==> config.mk <==
export PLATFORM = sky130hd
export DESIGN_NAME = irq_core_router
export DESIGN_NICKNAME = d
export VERILOG_FILES = /design/src/rtl/irq_route_pkg.sv /design/src/rtl/irq_route_sync.sv /design/src/rtl/irq_route_decode.sv /design/src/rtl/irq_route_table.sv /design/src/rtl/irq_core_router.sv
export SDC_FILE = /design/constraint.sdc
export NUM_CORES = 1
export LEC_CHECK = 0
export ABC_AREA = 1
export BUFFER_PORTS_ARGS = -buffer_cell sky130_fd_sc_hd__buf_2
export CORE_MARGIN = 3
export CORE_UTILIZATION = 55
export CTS_CLUSTER_SIZE = 25
export DETAILED_ROUTE_END_ITERATION = 10
export PLACE_DENSITY_LB_ADDON = 0.25
export SYNTH_ARGS = -nofsm -noshare
export SYNTH_HDL_FRONTEND = slang
export SYNTH_SLANG_ARGS = --single-unit
==> constraint.sdc <==
create_clock -name clk -period 1.6 [get_ports clk]
set_clock_uncertainty 0.1 [all_clocks]
set_input_delay 0.08 -clock clk [delete_from_list [all_inputs] [get_ports clk]]
set_output_delay 0.08 -clock clk [all_outputs]
set_load 0.05 [all_outputs]
==> src/rtl/irq_route_pkg.sv <==
package irq_route_pkg;

    localparam int HALF_W = 16;
    localparam int MASK_W = 2;

    typedef enum logic [1:0] {
        ACC_NONE = 2'd0,
        ACC_RD   = 2'd1,
        ACC_WR   = 2'd2
    } acc_t;

endpackage

==> src/rtl/irq_route_sync.sv <==
module irq_route_sync #(
    parameter int NUM_SRC = 112,
    parameter int STAGES  = 2
) (
    input  logic               clk,
    input  logic               rst_n,
    input  logic [NUM_SRC-1:0] async_in,
    output logic [NUM_SRC-1:0] sync_out
);

    typedef struct packed {
        logic [STAGES-1:0][NUM_SRC-1:0] stg;
    } sync_t;

    sync_t s_d, s_q;

    always_comb begin
        s_d = s_q;
        s_d.stg[0] = async_in;
        for (int i = 1; i < STAGES; i++) begin
            s_d.stg[i] = s_q.stg[i-1];
        end
    end

    always_ff @(posedge clk or negedge rst_n) begin
        if (!rst_n) begin
            s_q <= '0;
        end else begin
            s_q <= s_d;
        end
    end

    assign sync_out = s_q.stg[STAGES-1];

    generate
        if (STAGES == 2) begin : g_lat_chk
            AST_SYNC_DELAY: assert property (@(posedge clk) disable iff (!rst_n)
                ($past(rst_n, 1) && $past(rst_n, 2)) |-> (sync_out == $past(async_in, 2)));
        end
    endgenerate

endmodule

==> src/rtl/irq_route_decode.sv <==
module irq_route_decode
    import irq_route_pkg::*;
#(
    parameter int               NUM_SRC  = 112,
    parameter int               ADDR_W   = 12,
    parameter logic [ADDR_W-1:0] WIN_BASE = 12'h880
) (
    input  logic                       sel,
    input  logic                       wr,
    input  logic [ADDR_W-1:0]          addr,
    output acc_t                       kind,
    output logic                       hit,
    output logic [$clog2(NUM_SRC)-1:0] idx
);

    localparam int IDX_W   = $clog2(NUM_SRC);
    localparam int WIN_END = int'(WIN_BASE) + 2 * NUM_SRC;

    logic [ADDR_W-1:0] off;
    logic              in_range;
    logic              unused_off;

    always_comb begin
        if (!sel) begin
            kind = ACC_NONE;
        end else if (wr) begin
            kind = ACC_WR;
        end else begin
            kind = ACC_RD;
        end
    end

    assign off      = addr - WIN_BASE;
    assign in_range = (int'(addr) >= int'(WIN_BASE)) && (int'(addr) < WIN_END);
    assign hit      = sel && in_range && !addr[0];
    assign idx      = off[IDX_W:1];

    assign unused_off = ^{off[ADDR_W-1:IDX_W+1], off[0]};

endmodule

==> src/rtl/irq_route_table.sv <==
module irq_route_table
    import irq_route_pkg::*;
#(
    parameter int NUM_SRC = 112
) (
    input  logic                       clk,
    input  logic                       rst_n,
    input  acc_t                       kind,
    input  logic                       hit,
    input  logic [$clog2(NUM_SRC)-1:0] idx,
    input  logic [MASK_W-1:0]          wbits,
    output logic [NUM_SRC-1:0]         route_c0,
    output logic [NUM_SRC-1:0]         route_c1,
    output logic [MASK_W-1:0]          rd_bits
);

    typedef struct packed {
        logic [NUM_SRC-1:0] c0;
        logic [NUM_SRC-1:0] c1;
    } route_t;

    route_t r_d, r_q;

    always_comb begin
        r_d = r_q;
        if (kind == ACC_WR && hit) begin
            r_d.c0[idx] = wbits[0];
            r_d.c1[idx] = wbits[1];
        end
    end

    always_ff @(posedge clk or negedge rst_n) begin
        if (!rst_n) begin
            r_q <= '0;
        end else begin
            r_q <= r_d;
        end
    end

    always_comb begin
        rd_bits = '0;
        if (hit) begin
            rd_bits = {r_q.c1[idx], r_q.c0[idx]};
        end
    end

    assign route_c0 = r_q.c0;
    assign route_c1 = r_q.c1;

    AST_RESET_CLEAR: assert property (@(posedge clk) disable iff (!rst_n)
        $rose(rst_n) |-> (route_c0 == '0 && route_c1 == '0));

    AST_WRITE_APPLIED: assert property (@(posedge clk) disable iff (!rst_n)
        (kind == ACC_WR && hit) |=> (route_c0[$past(idx)] == $past(wbits[0])
                                     && route_c1[$past(idx)] == $past(wbits[1])));

    AST_MISS_WRITE_IGNORED: assert property (@(posedge clk) disable iff (!rst_n)
        (kind == ACC_WR && !hit) |=> ($stable(route_c0) && $stable(route_c1)));

endmodule

==> src/rtl/irq_core_router.sv <==
module irq_core_router
    import irq_route_pkg::*;
#(
    parameter int               NUM_SRC     = 112,
    parameter int               ADDR_W      = 12,
    parameter logic [ADDR_W-1:0] WIN_BASE    = 12'h880,
    parameter int               SYNC_STAGES = 2
) (
    input  logic               clk,
    input  logic               rst_n,
    input  logic               bus_sel,
    input  logic               bus_wr,
    input  logic [ADDR_W-1:0]  bus_addr,
    input  logic [15:0]        bus_wdata,
    output logic [15:0]        bus_rdata,
    input  logic [NUM_SRC-1:0] irq_src,
    output logic [NUM_SRC-1:0] irq_core0,
    output logic [NUM_SRC-1:0] irq_core1
);

    localparam int IDX_W = $clog2(NUM_SRC);

    acc_t               acc_kind;
    logic               acc_hit;
    logic [IDX_W-1:0]   acc_idx;
    logic [MASK_W-1:0]  rd_mask;
    logic [NUM_SRC-1:0] route_c0;
    logic [NUM_SRC-1:0] route_c1;
    logic [NUM_SRC-1:0] src_sync;
    logic               unused_wdata;

    irq_route_decode #(
        .NUM_SRC (NUM_SRC),
        .ADDR_W  (ADDR_W),
        .WIN_BASE(WIN_BASE)
    ) i_decode (
        .sel (bus_sel),
        .wr  (bus_wr),
        .addr(bus_addr),
        .kind(acc_kind),
        .hit (acc_hit),
        .idx (acc_idx)
    );

    irq_route_table #(
        .NUM_SRC(NUM_SRC)
    ) i_table (
        .clk     (clk),
        .rst_n   (rst_n),
        .kind    (acc_kind),
        .hit     (acc_hit),
        .idx     (acc_idx),
        .wbits   (bus_wdata[MASK_W-1:0]),
        .route_c0(route_c0),
        .route_c1(route_c1),
        .rd_bits (rd_mask)
    );

    irq_route_sync #(
        .NUM_SRC(NUM_SRC),
        .STAGES (SYNC_STAGES)
    ) i_sync (
        .clk     (clk),
        .rst_n   (rst_n),
        .async_in(irq_src),
        .sync_out(src_sync)
    );

    assign bus_rdata = (acc_kind == ACC_RD && acc_hit)
                       ? {{(HALF_W-MASK_W){1'b0}}, rd_mask} : '0;

    assign irq_core0 = src_sync & route_c0;
    assign irq_core1 = src_sync & route_c1;

    assign unused_wdata = ^bus_wdata[HALF_W-1:MASK_W];

    AST_UPPER_ZERO: assert property (@(posedge clk) disable iff (!rst_n)
        bus_rdata[HALF_W-1:MASK_W] == '0);

    AST_MISS_READ_ZERO: assert property (@(posedge clk) disable iff (!rst_n)
        (bus_sel && !bus_wr && !acc_hit) |-> bus_rdata == '0);

    AST_CORE0_GATED: assert property (@(posedge clk) disable iff (!rst_n)
        (irq_core0 & ~src_sync) == '0);

endmodule

After elaboration in Yosys (flattened, before gate mapping)
Cells that the tools add are included.

storage, ports and cells
  ROM bits = 0
  flip-flop bits (word level) = 448
  word-level logic and storage cells = 32
  output and inout port bits = 240
  latch bits = 0
  memory bits (writable) = 0
  memories = 0
  input port bits = 144

operators by class
  multiply operators = 0
  order comparisons = 4
  div/mod/pow operators = 0
  add/subtract/negate cells = 1
  multiplexer cells = 12
  equality and inequality tests = 2
  bitwise operators = 2
  shifts and indexed selects = 0
  reductions and logical operators = 7

operator list
  operator                                                            count
  AND 112 bit                                                         2
  bitwise mux 112 bit                                                 2
  binary-select mux 1 bit (select 7 bit)                              2
  greater-or-equal comparator 12 bit (second input constant)          1
  less-than comparator 12 bit (second input constant)                 1
  less-than comparator 7 x 8 -> 1 bit (second input constant)         1
  2-to-1 mux 2 bit                                                    4
  subtractor 8 bit (second input constant)                            1
  demux 1 bit (select 7 bit)                                          1
  greater-or-equal comparator 7 x 1 -> 1 bit (second input constant)  1
  logical AND 1 bit                                                   6
  2-to-1 mux 1 bit                                                    3
  equality test 2 x 1 -> 1 bit (second input constant)                1
  equality test 2 bit (second input constant)                         1
  zero test 1 bit                                                     1

Longest topological paths before layout
Gate-level depths: netlist of run 1.

  depth in word-level cells = 6
  depth in mapped cells = 14
  depth with buffers taken out = 13

Cells and area by module
Synthesis of run 1 repeated with hierarchy kept, for this count alone.

second synthesis, totals
  cell total of the unflattened synthesis = 2208
  area total of the unflattened synthesis = 18512.8 µm²

by module, submodules not included
  module            cells an instance  sequential area each (µm²)  area each (µm²)  instances
  irq_route_table   1493               5605.4                      10974.3          1
  irq_route_sync    224                5605.4                      5605.4           1
  irq_core_router   469                0.0                         1819.2           1
  irq_route_decode  22                 0.0                         113.9            1

Least setup slack after synthesis of run 1
No wires, ideal clock.

  path type = input-to-output
  from = in bus_addr[3]
  to = out bus_rdata[0]
  arrival = 1.651 ns
  data required time = 1.420 ns
  cell stages on the path = 13
  path slack = -0.231 ns
  buffers on the path = 2
  cell sequence = buf_6 > nand2_2 > inv_2 > buf_2 > nand3_1 > nand2_1 > nor2_1 > nor2_1 > nor2_1 > nand2_1 > nand2_1 > nand2_1 > nor2_1

between the ends
  word-level cells in the longest chain between the ends = 6
  elaborated cells on any way between the ends = 11
  classes of those cells = 1 x add/sub; 2 x order compare; 4 x mux; 4 x reduce/logical

ends and longest elaborated chain
  what                                                                      RTL line               source
  from (decl)                                                               irq_core_router.sv:13  input logic [ADDR_W-1:0] bus_addr,
  parallel branches: the longest is 5 deep, another holds subtractor 8 bit  --
  2-to-1 mux 2 bit *                                                        irq_core_router.sv:70  ? {{(HALF_W-MASK_W){1'b0}}, rd_mask} : '0;
  to (decl)                                                                 irq_core_router.sv:15  output logic [15:0] bus_rdata,

Every way passes the cells marked *. The select of a mux whose other input is x is not followed.

Final worst setup path of run 1
  from = reg i_table.r_q, in the netlist i_table.route_c0[39]
  to = out bus_rdata[0]

between the ends
  word-level cells in the longest chain between the ends = 4

ends and longest elaborated chain
  what                                    RTL line               source
  from (decl)                             irq_route_table.sv:22  route_t r_d, r_q;
  from (signal assigned)                  irq_route_table.sv:36  r_q <= r_d;
  binary-select mux 1 bit (select 7 bit)  irq_route_table.sv:43  rd_bits = {r_q.c1[idx], r_q.c0[idx]};
  2-to-1 mux 1 bit (implied by the code)  irq_route_table.sv:43
  2-to-1 mux 2 bit                        irq_route_table.sv:42  if (hit) begin
  2-to-1 mux 2 bit                        irq_core_router.sv:70

Every way passes these cells. The select of a mux whose other input is x is not followed.

==> results.sh, run 1 <==
export IMPL_netlist_instances=2482
export IMPL_coreArea_mm2=0.0349
export IMPL_final_antenna_net_count=0
export IMPL_final_seq_area_mm2=0.0112
export IMPL_cts_sink_count=448
export IMPL_critical_path_required_ps=1420
export IMPL_overflow=0
export IMPL_cts_htree_levels=2
export IMPL_place_congestion=0.932
export IMPL_fin_ws_ps=-614
export IMPL_wl_um=73200
export IMPL_cts_path_max_buffers=3
export IMPL_drt_iter0_markers=2031
export IMPL_period_share_pct=138
export IMPL_dp_hpwl_um=43200
export IMPL_dpl_cell_area_mm2=0.0237
export IMPL_yosysSeqAreaShare_pct=57.2
export IMPL_synthXorXnorAreaFrac_pct=0
export IMPL_start_util_pct=56.2
export IMPL_synth_top_area_share_pct=57.2
export IMPL_synth_distinct_cells=18
export IMPL_fin_nets=3325
export IMPL_yosysTopAreaCell="dfrtp_1"
export IMPL_dr_pass1_iters=6
export IMPL_place_ws_ps=-262
export IMPL_dieArea_mm2=0.0380
export IMPL_setup_viol=19
export IMPL_clk_pin_slew_worst_paths_ps=60
export IMPL_synth_avg_cell_area_um2=7.90
export IMPL_synth_compound_area_share_pct=0.0765
export IMPL_fillers=2003
export IMPL_worstSetupEndpointType="output pin"
export IMPL_wl_per_cell_um=19.9
export IMPL_drc=0
export IMPL_synth_mux_area_share_pct=0
export IMPL_ios=384
export IMPL_violations="negative setup slack"
export IMPL_rsz0062_at_grt="true"
export IMPL_hold_viol=0
export IMPL_cts_root_buf="clkbuf_16"
export IMPL_dp_cells=3429
export IMPL_fin_area_mm2=0.0286
export IMPL_netlist_area_mm2=0.0196
export IMPL_max_cap_violations=0
export IMPL_antenna_found_initial=3
export IMPL_power_density_mw_per_mm2=879
export IMPL_grt_pass1_wl_um=106000
export IMPL_reg2regPathDepth=5
export IMPL_holdWs_ps=27.2
export IMPL_ys_seq_elements=448
export IMPL_yosys_warnings=0
export IMPL_port_buffers=355
export IMPL_path_class="flip-flop to output pin"
export IMPL_syn_to_final_growth_pct=45.6
export IMPL_status="finished with violations"
export IMPL_grt_max_degree=73
export IMPL_insertion_delay_ps=590
export IMPL_vias=20300
export IMPL_synth_fa_ha_area_share_pct=0
export IMPL_worstPathArrival_ps=2030
export IMPL_cp_max_fo=3
export IMPL_power_mw=25.1
export IMPL_hold_path_class="primary input to flip-flop"
export IMPL_finalMaxSlewViolations=0
export IMPL_grt_pass1_vias=20100
export IMPL_dieHeight_um=195
export IMPL_min_period_ps=2210
export IMPL_synth_top_family_by_area="simple AND/OR/NAND/NOR gates"
export IMPL_yosys_area_share_simple_pct=34.2
export IMPL_multiInputGateArea_mm2=0.00708
export IMPL_start_kind="flip-flop"
export IMPL_vdd_drop_max_uv=1000
export IMPL_min_path_cells=2
export IMPL_fin_cells=3673
export IMPL_chipWidth_um=195
export IMPL_slew_headroom_pct=66.5
export IMPL_grt_usage_pct=35.4
export IMPL_cts_tree="done"
export IMPL_tightest_slew_ps=502
export IMPL_viasPerCell=5.51
export IMPL_leakagePower_nw=16.0
export IMPL_cts_buffers=47
export IMPL_synth_area_leaders="dfrtp_1, nand2_1, nand3_1"
export IMPL_fmax_mhz=452
export IMPL_rows=68
export IMPL_drive_above_1_share_pct=28.3
## worst max-delay path, stage by stage, from the launching register on
cell     delay, ps
dfrtp_1        360
nand2_1        100
nand3_1        110
nand2_1         60
nor2_1         120
nor2_1          70
nor2_1         140
nand2_1         60
nand2_1         90
nand2_2         80
nor2_4         100
buf_12         140
## final timing paths
kind / startpoint / to / slack (ps)
hold reg to reg: i_sync.s_d[222] / i_sync.sync_out[110] / 240
min in group asynchronous: rst_n / i_sync.sync_out[43] / 40
hold / removal: irq_src[47] / i_sync.s_d[159] / 30
max in group asynchronous: rst_n / i_table.route_c1[26] / 900
setup / recovery: i_table.route_c0[39] / bus_rdata[0] / -610
setup reg to reg: i_table.route_c0[79] / i_table.route_c0[79] / 460
## per-stage QoR
stage          utilization, %  TNS [ps]
6_report                 81.9     -1830
5_1_grt                  81.9     -3320
4_1_cts                  78.6     -1440
3_5_place_dp             67.9    -30160
3_3_place_gp             67.9    -16160
2_1_floorplan               -         0
## routing by layer
| layer | vias up | global-route usage (%) | wire [µm] |
|---|---|---|---|
| met5 | - | 0 | 23 |
| met4 | 4 | 16.6 | 4270 |
| met3 | 337 | 6.15 | 6570 |
| met2 | 1322 | 60.6 | 36800 |
| met1 | 9676 | 43.9 | 25500 |
| li1 | 8913 | - | - |
## flip-flops by register name (all words and copies together), names as in the netlist
name	flops
i_sync.s_d	112
i_table.route_c1	112
i_sync.sync_out	112
i_table.route_c0	112
## power breakdown
| part | switching, mW | leakage, nW | internal [mW] |
|---|---|---|---|
| Sequential | 0.174 | 5.74 | 11.6 |
| Clock | 4.72 | 0.788 | 6.72 |
| Combinational | 1.15 | 9.45 | 0.725 |
| Total | 6.04 | 16.0 | 19.1 |
## layout by cell type, fill, tap and decap left out, drive strengths merged
| master | instances |
|---|---|
| conb | 14 |
| bufinv | 4 |
| inv | 260 |
| nand2 | 1131 |
| nor3 | 1 |
| o21ai | 3 |
| nor2 | 193 |
| clkinv | 10 |
| dfrtp | 448 |
| nand3 | 329 |
| clkbuf | 75 |
| clkinvlp | 2 |
| buf | 632 |
| dlygate4sd3 | 115 |
| diode | 1 |
## cell type report
class / instances / area share [%]
inverter: 260 / 3.46
timing repair buffer: 753 / 24.9
tap: 455 / 1.99
clock buffer: 69 / 4.90
clock inverter: 16 / 0.714
multi-input combinational: 1671 / 24.8
sequential: 448 / 39.2
antenna: 1 / 0.00876
## synth_stat cells (all sizes together)
cell	number
buf	97
clkbuf	19
clkinv	2
conb	1
dfrtp	448
inv	258
nand2	1131
nand3	329
nor2	193
nor3	1
o21ai	3
## what timing repair did
action | in CTS | in global routing
endpoints found under the hold margin | 628 | 0
endpoints found under the setup margin | 134 | 157
resized for setup | 273 | 396
pin swaps | 11 | 41
gates cloned | 0 | 0
hold buffers | 116 | 0
setup buffers | 34 | 54
## kinds of logic (layout without fill, tap and decap cells)
group                  after synthesis  count (layout)
and+or+nand+nor                   1654            1654
DFF                                448             448
buffers and inverters              376            1098
AOI/OAI and AO/OA                    3               3
other                                1              15
(Power assumes the default switching activity.)
==> run 2, diff against run 1 <==
--- a/config.mk
+++ b/config.mk
@@ -5,7 +5,6 @@
 export SDC_FILE = /design/constraint.sdc
 export NUM_CORES = 1
 export LEC_CHECK = 0
-export ABC_AREA = 1
 export BUFFER_PORTS_ARGS = -buffer_cell sky130_fd_sc_hd__buf_2
 export CORE_MARGIN = 3
 export CORE_UTILIZATION = 55
==> results.sh, run 2 <==
export IMPL_cts_path_max_buffers=3
export IMPL_tightest_slew_ps=1150
export IMPL_netlist_instances=1324
export IMPL_dr_pass1_iters=8
export IMPL_leakagePower_nw=14.7
export IMPL_cts_root_buf="clkbuf_16"
export IMPL_synth_top_family_by_area="multiplexers"
export IMPL_dieArea_mm2=0.0353
export IMPL_vdd_drop_max_uv=879
export IMPL_power_density_mw_per_mm2=868
export IMPL_drive_above_1_share_pct=61.2
export IMPL_yosys_top_cells_count="dfrtp_1, mux2_2, and2_1, nand2_1, nor2_1"
export IMPL_yosys_area_share_simple_pct=13.6
export IMPL_grt_max_degree=113
export IMPL_synth_area_leaders="dfrtp_1, mux2_2, and2_1"
export IMPL_drc=0
export IMPL_cp_slowest_cell="mux4_2"
export IMPL_cts_htree_levels=2
export IMPL_start_kind="flip-flop"
export IMPL_cp_max_fo=2
export IMPL_dp_hpwl_um=39300
export IMPL_synth_flop_cell="dfrtp_1"
export IMPL_worstSetupEndpointType="output pin"
export IMPL_synth_compound_area_share_pct=2.02
export IMPL_cts_tree="done"
export IMPL_setup_tns_final_ps=-24010
export IMPL_wl_um=80900
export IMPL_dp_cells=2381
export IMPL_fin_ws_ps=-1230
export IMPL_synth_edff_count=0
export IMPL_place_congestion=0.890
export IMPL_antenna_cells=0
export IMPL_clk_pin_slew_worst_paths_ps=70
export IMPL_status="finished with violations"
export IMPL_vias=16200
export IMPL_min_delay_start="irq_src[80]"
export IMPL_synth_fa_ha_area_share_pct=0
export IMPL_port_buffers=355
export IMPL_setup_viol=237
export IMPL_antenna_found_initial=1
export IMPL_yosys_warnings=0
export IMPL_critical_path_required_ps=1420
export IMPL_hold_path_class="primary input to flip-flop"
export IMPL_netlist_area_mm2=0.0182
export IMPL_yosysSeqAreaShare_pct=61.7
export IMPL_slew_headroom_pct=23.1
export IMPL_timing_critical_path_from="i_table.route_c0[73]"
export IMPL_final_antenna_net_count=0
export IMPL_ys_seq_elements=448
export IMPL_grt_usage_pct=37.3
export IMPL_fmax_mhz=353
export IMPL_rows=65
export IMPL_insertion_delay_ps=560
export IMPL_ios=384
export IMPL_dieHeight_um=188
export IMPL_final_cell_mix="dfrtp_1, buf_4, buf_6"
export IMPL_synth_avg_cell_area_um2=13.7
export IMPL_cts_buffers=45
export IMPL_cpPeakStageDelay_ps=500
export IMPL_synthXorXnorAreaFrac_pct=0
export IMPL_worstPathArrival_ps=2650
export IMPL_viasPerCell=6.23
export IMPL_period_share_pct=177
export IMPL_coreArea_mm2=0.0320
export IMPL_rsz0062_at_grt="true"
export IMPL_fillers=976
export IMPL_path_buf_inv=1
export IMPL_yosysTopAreaCell="dfrtp_1"
export IMPL_chipWidth_um=188
export IMPL_max_cap_violations=0
export IMPL_hold_viol=0
export IMPL_synth_distinct_cells=47
export IMPL_cts_sink_count=448
export IMPL_wl_per_cell_um=31.2
export IMPL_final_common_cell="dfrtp_1"
export IMPL_overflow=0
export IMPL_yosysMostFrequentCell="dfrtp_1"
export IMPL_multiInputGateArea_mm2=0.00820
export IMPL_grt_pass1_vias=16500
export IMPL_finalMaxSlewViolations=0
export IMPL_violations="negative setup slack"
export IMPL_start_util_pct=56.7
export IMPL_final_util_pct=91.9
export IMPL_place_ws_ps=-858
export IMPL_synth_top_area_share_pct=61.7
export IMPL_synth_mux_area_share_pct=20.6
export IMPL_drt_iter0_markers=1915
export IMPL_reg2reg_from="i_table.route_c0[35]"
export IMPL_min_period_ps=2830
export IMPL_final_seq_area_mm2=0.0112
export IMPL_fin_cells=2595
export IMPL_ys_async_sr_fraction_pct=100
export IMPL_syn_to_final_growth_pct=62.0
export IMPL_crit_chain="mux4_2, mux2_4, a221o_1, nand4_1, a31oi_4, buf_12"
export IMPL_fin_nets=2267
export IMPL_holdWs_ps=67.4
export IMPL_path_class="flip-flop to output pin"
export IMPL_grt_pass1_wl_um=101000
export IMPL_crit_family="multiplexers"
## run 2: cell count changes after synthesis, sizes merged, moves of 26 or more
| cell | change |
|---|---|
| nor2 | -134 |
| nand2 | -1050 |
| a22oi | +26 |
| nand3 | -316 |
| mux2i | +44 |
| buf | -59 |
| inv | -257 |
| mux4 | +32 |
| mux2 | +229 |
| and2 | +229 |
## run 2: layer usage
layer,share of wire (%),wire length [µm],GRT usage [%]
met5,0.021,17,0
met4,8.3,6710,17.3
met3,10,8180,7.14
met2,48,39200,64.1
met1,33,26800,46.1
## run 2: stage by stage
stage,power [mW],instance area [µm²]
floorplan,12.5,19000
global placement,13.3,23800
detailed placement,13.3,23800
CTS,24.9,27900
global route,26.0,29500
finish,25.6,29500
## run 2: cells by family after synthesis
family	Yosys count
other	1
AOI/OAI and AO/OA	53
DFF	448
muxes	305
and+or+nand+nor	436
buffers and inverters	81
## run 2: cell type report
class / instances / share of cell area, %
Multi-Input combinational cell: 808 / 27.8
Clock buffer: 62 / 4.42
Sequential cell: 448 / 38.1
Inverter: 1 / 0.0127
Timing Repair Buffer: 819 / 26.7
Clock inverter: 22 / 1.11
Tap cell: 435 / 1.85
## run 2: final timing paths
kind / to / slack (ps) / depth (start not counted)
worst min-delay path: i_sync.s_d[192] / 70 / 2
max in group asynchronous: i_sync.sync_out[98] / 150 / 4
worst max register to register: i_table.route_c0[35] / 420 / 3
min in group asynchronous: i_sync.sync_out[81] / 510 / 3
worst min register to register: i_sync.sync_out[28] / 240 / 0
worst max-delay path: bus_rdata[0] / -1230 / 6
## run 2: repair_timing
item                                    4_1_cts  5_1_grt
hold endpoints to repair                    574        0
pin swaps                                    32       63
endpoints found under the setup margin      328      437
cloned                                        0        0
hold buffers                                115        0
setup buffers                                18       74
gates resized for setup                     397      481
## run 2: power by group
group	internal, mW	switching [mW]	total, mW
Combinational	0.733	1.12	1.86
Sequential	11.6	0.185	11.8
Clock	7.02	4.88	11.9
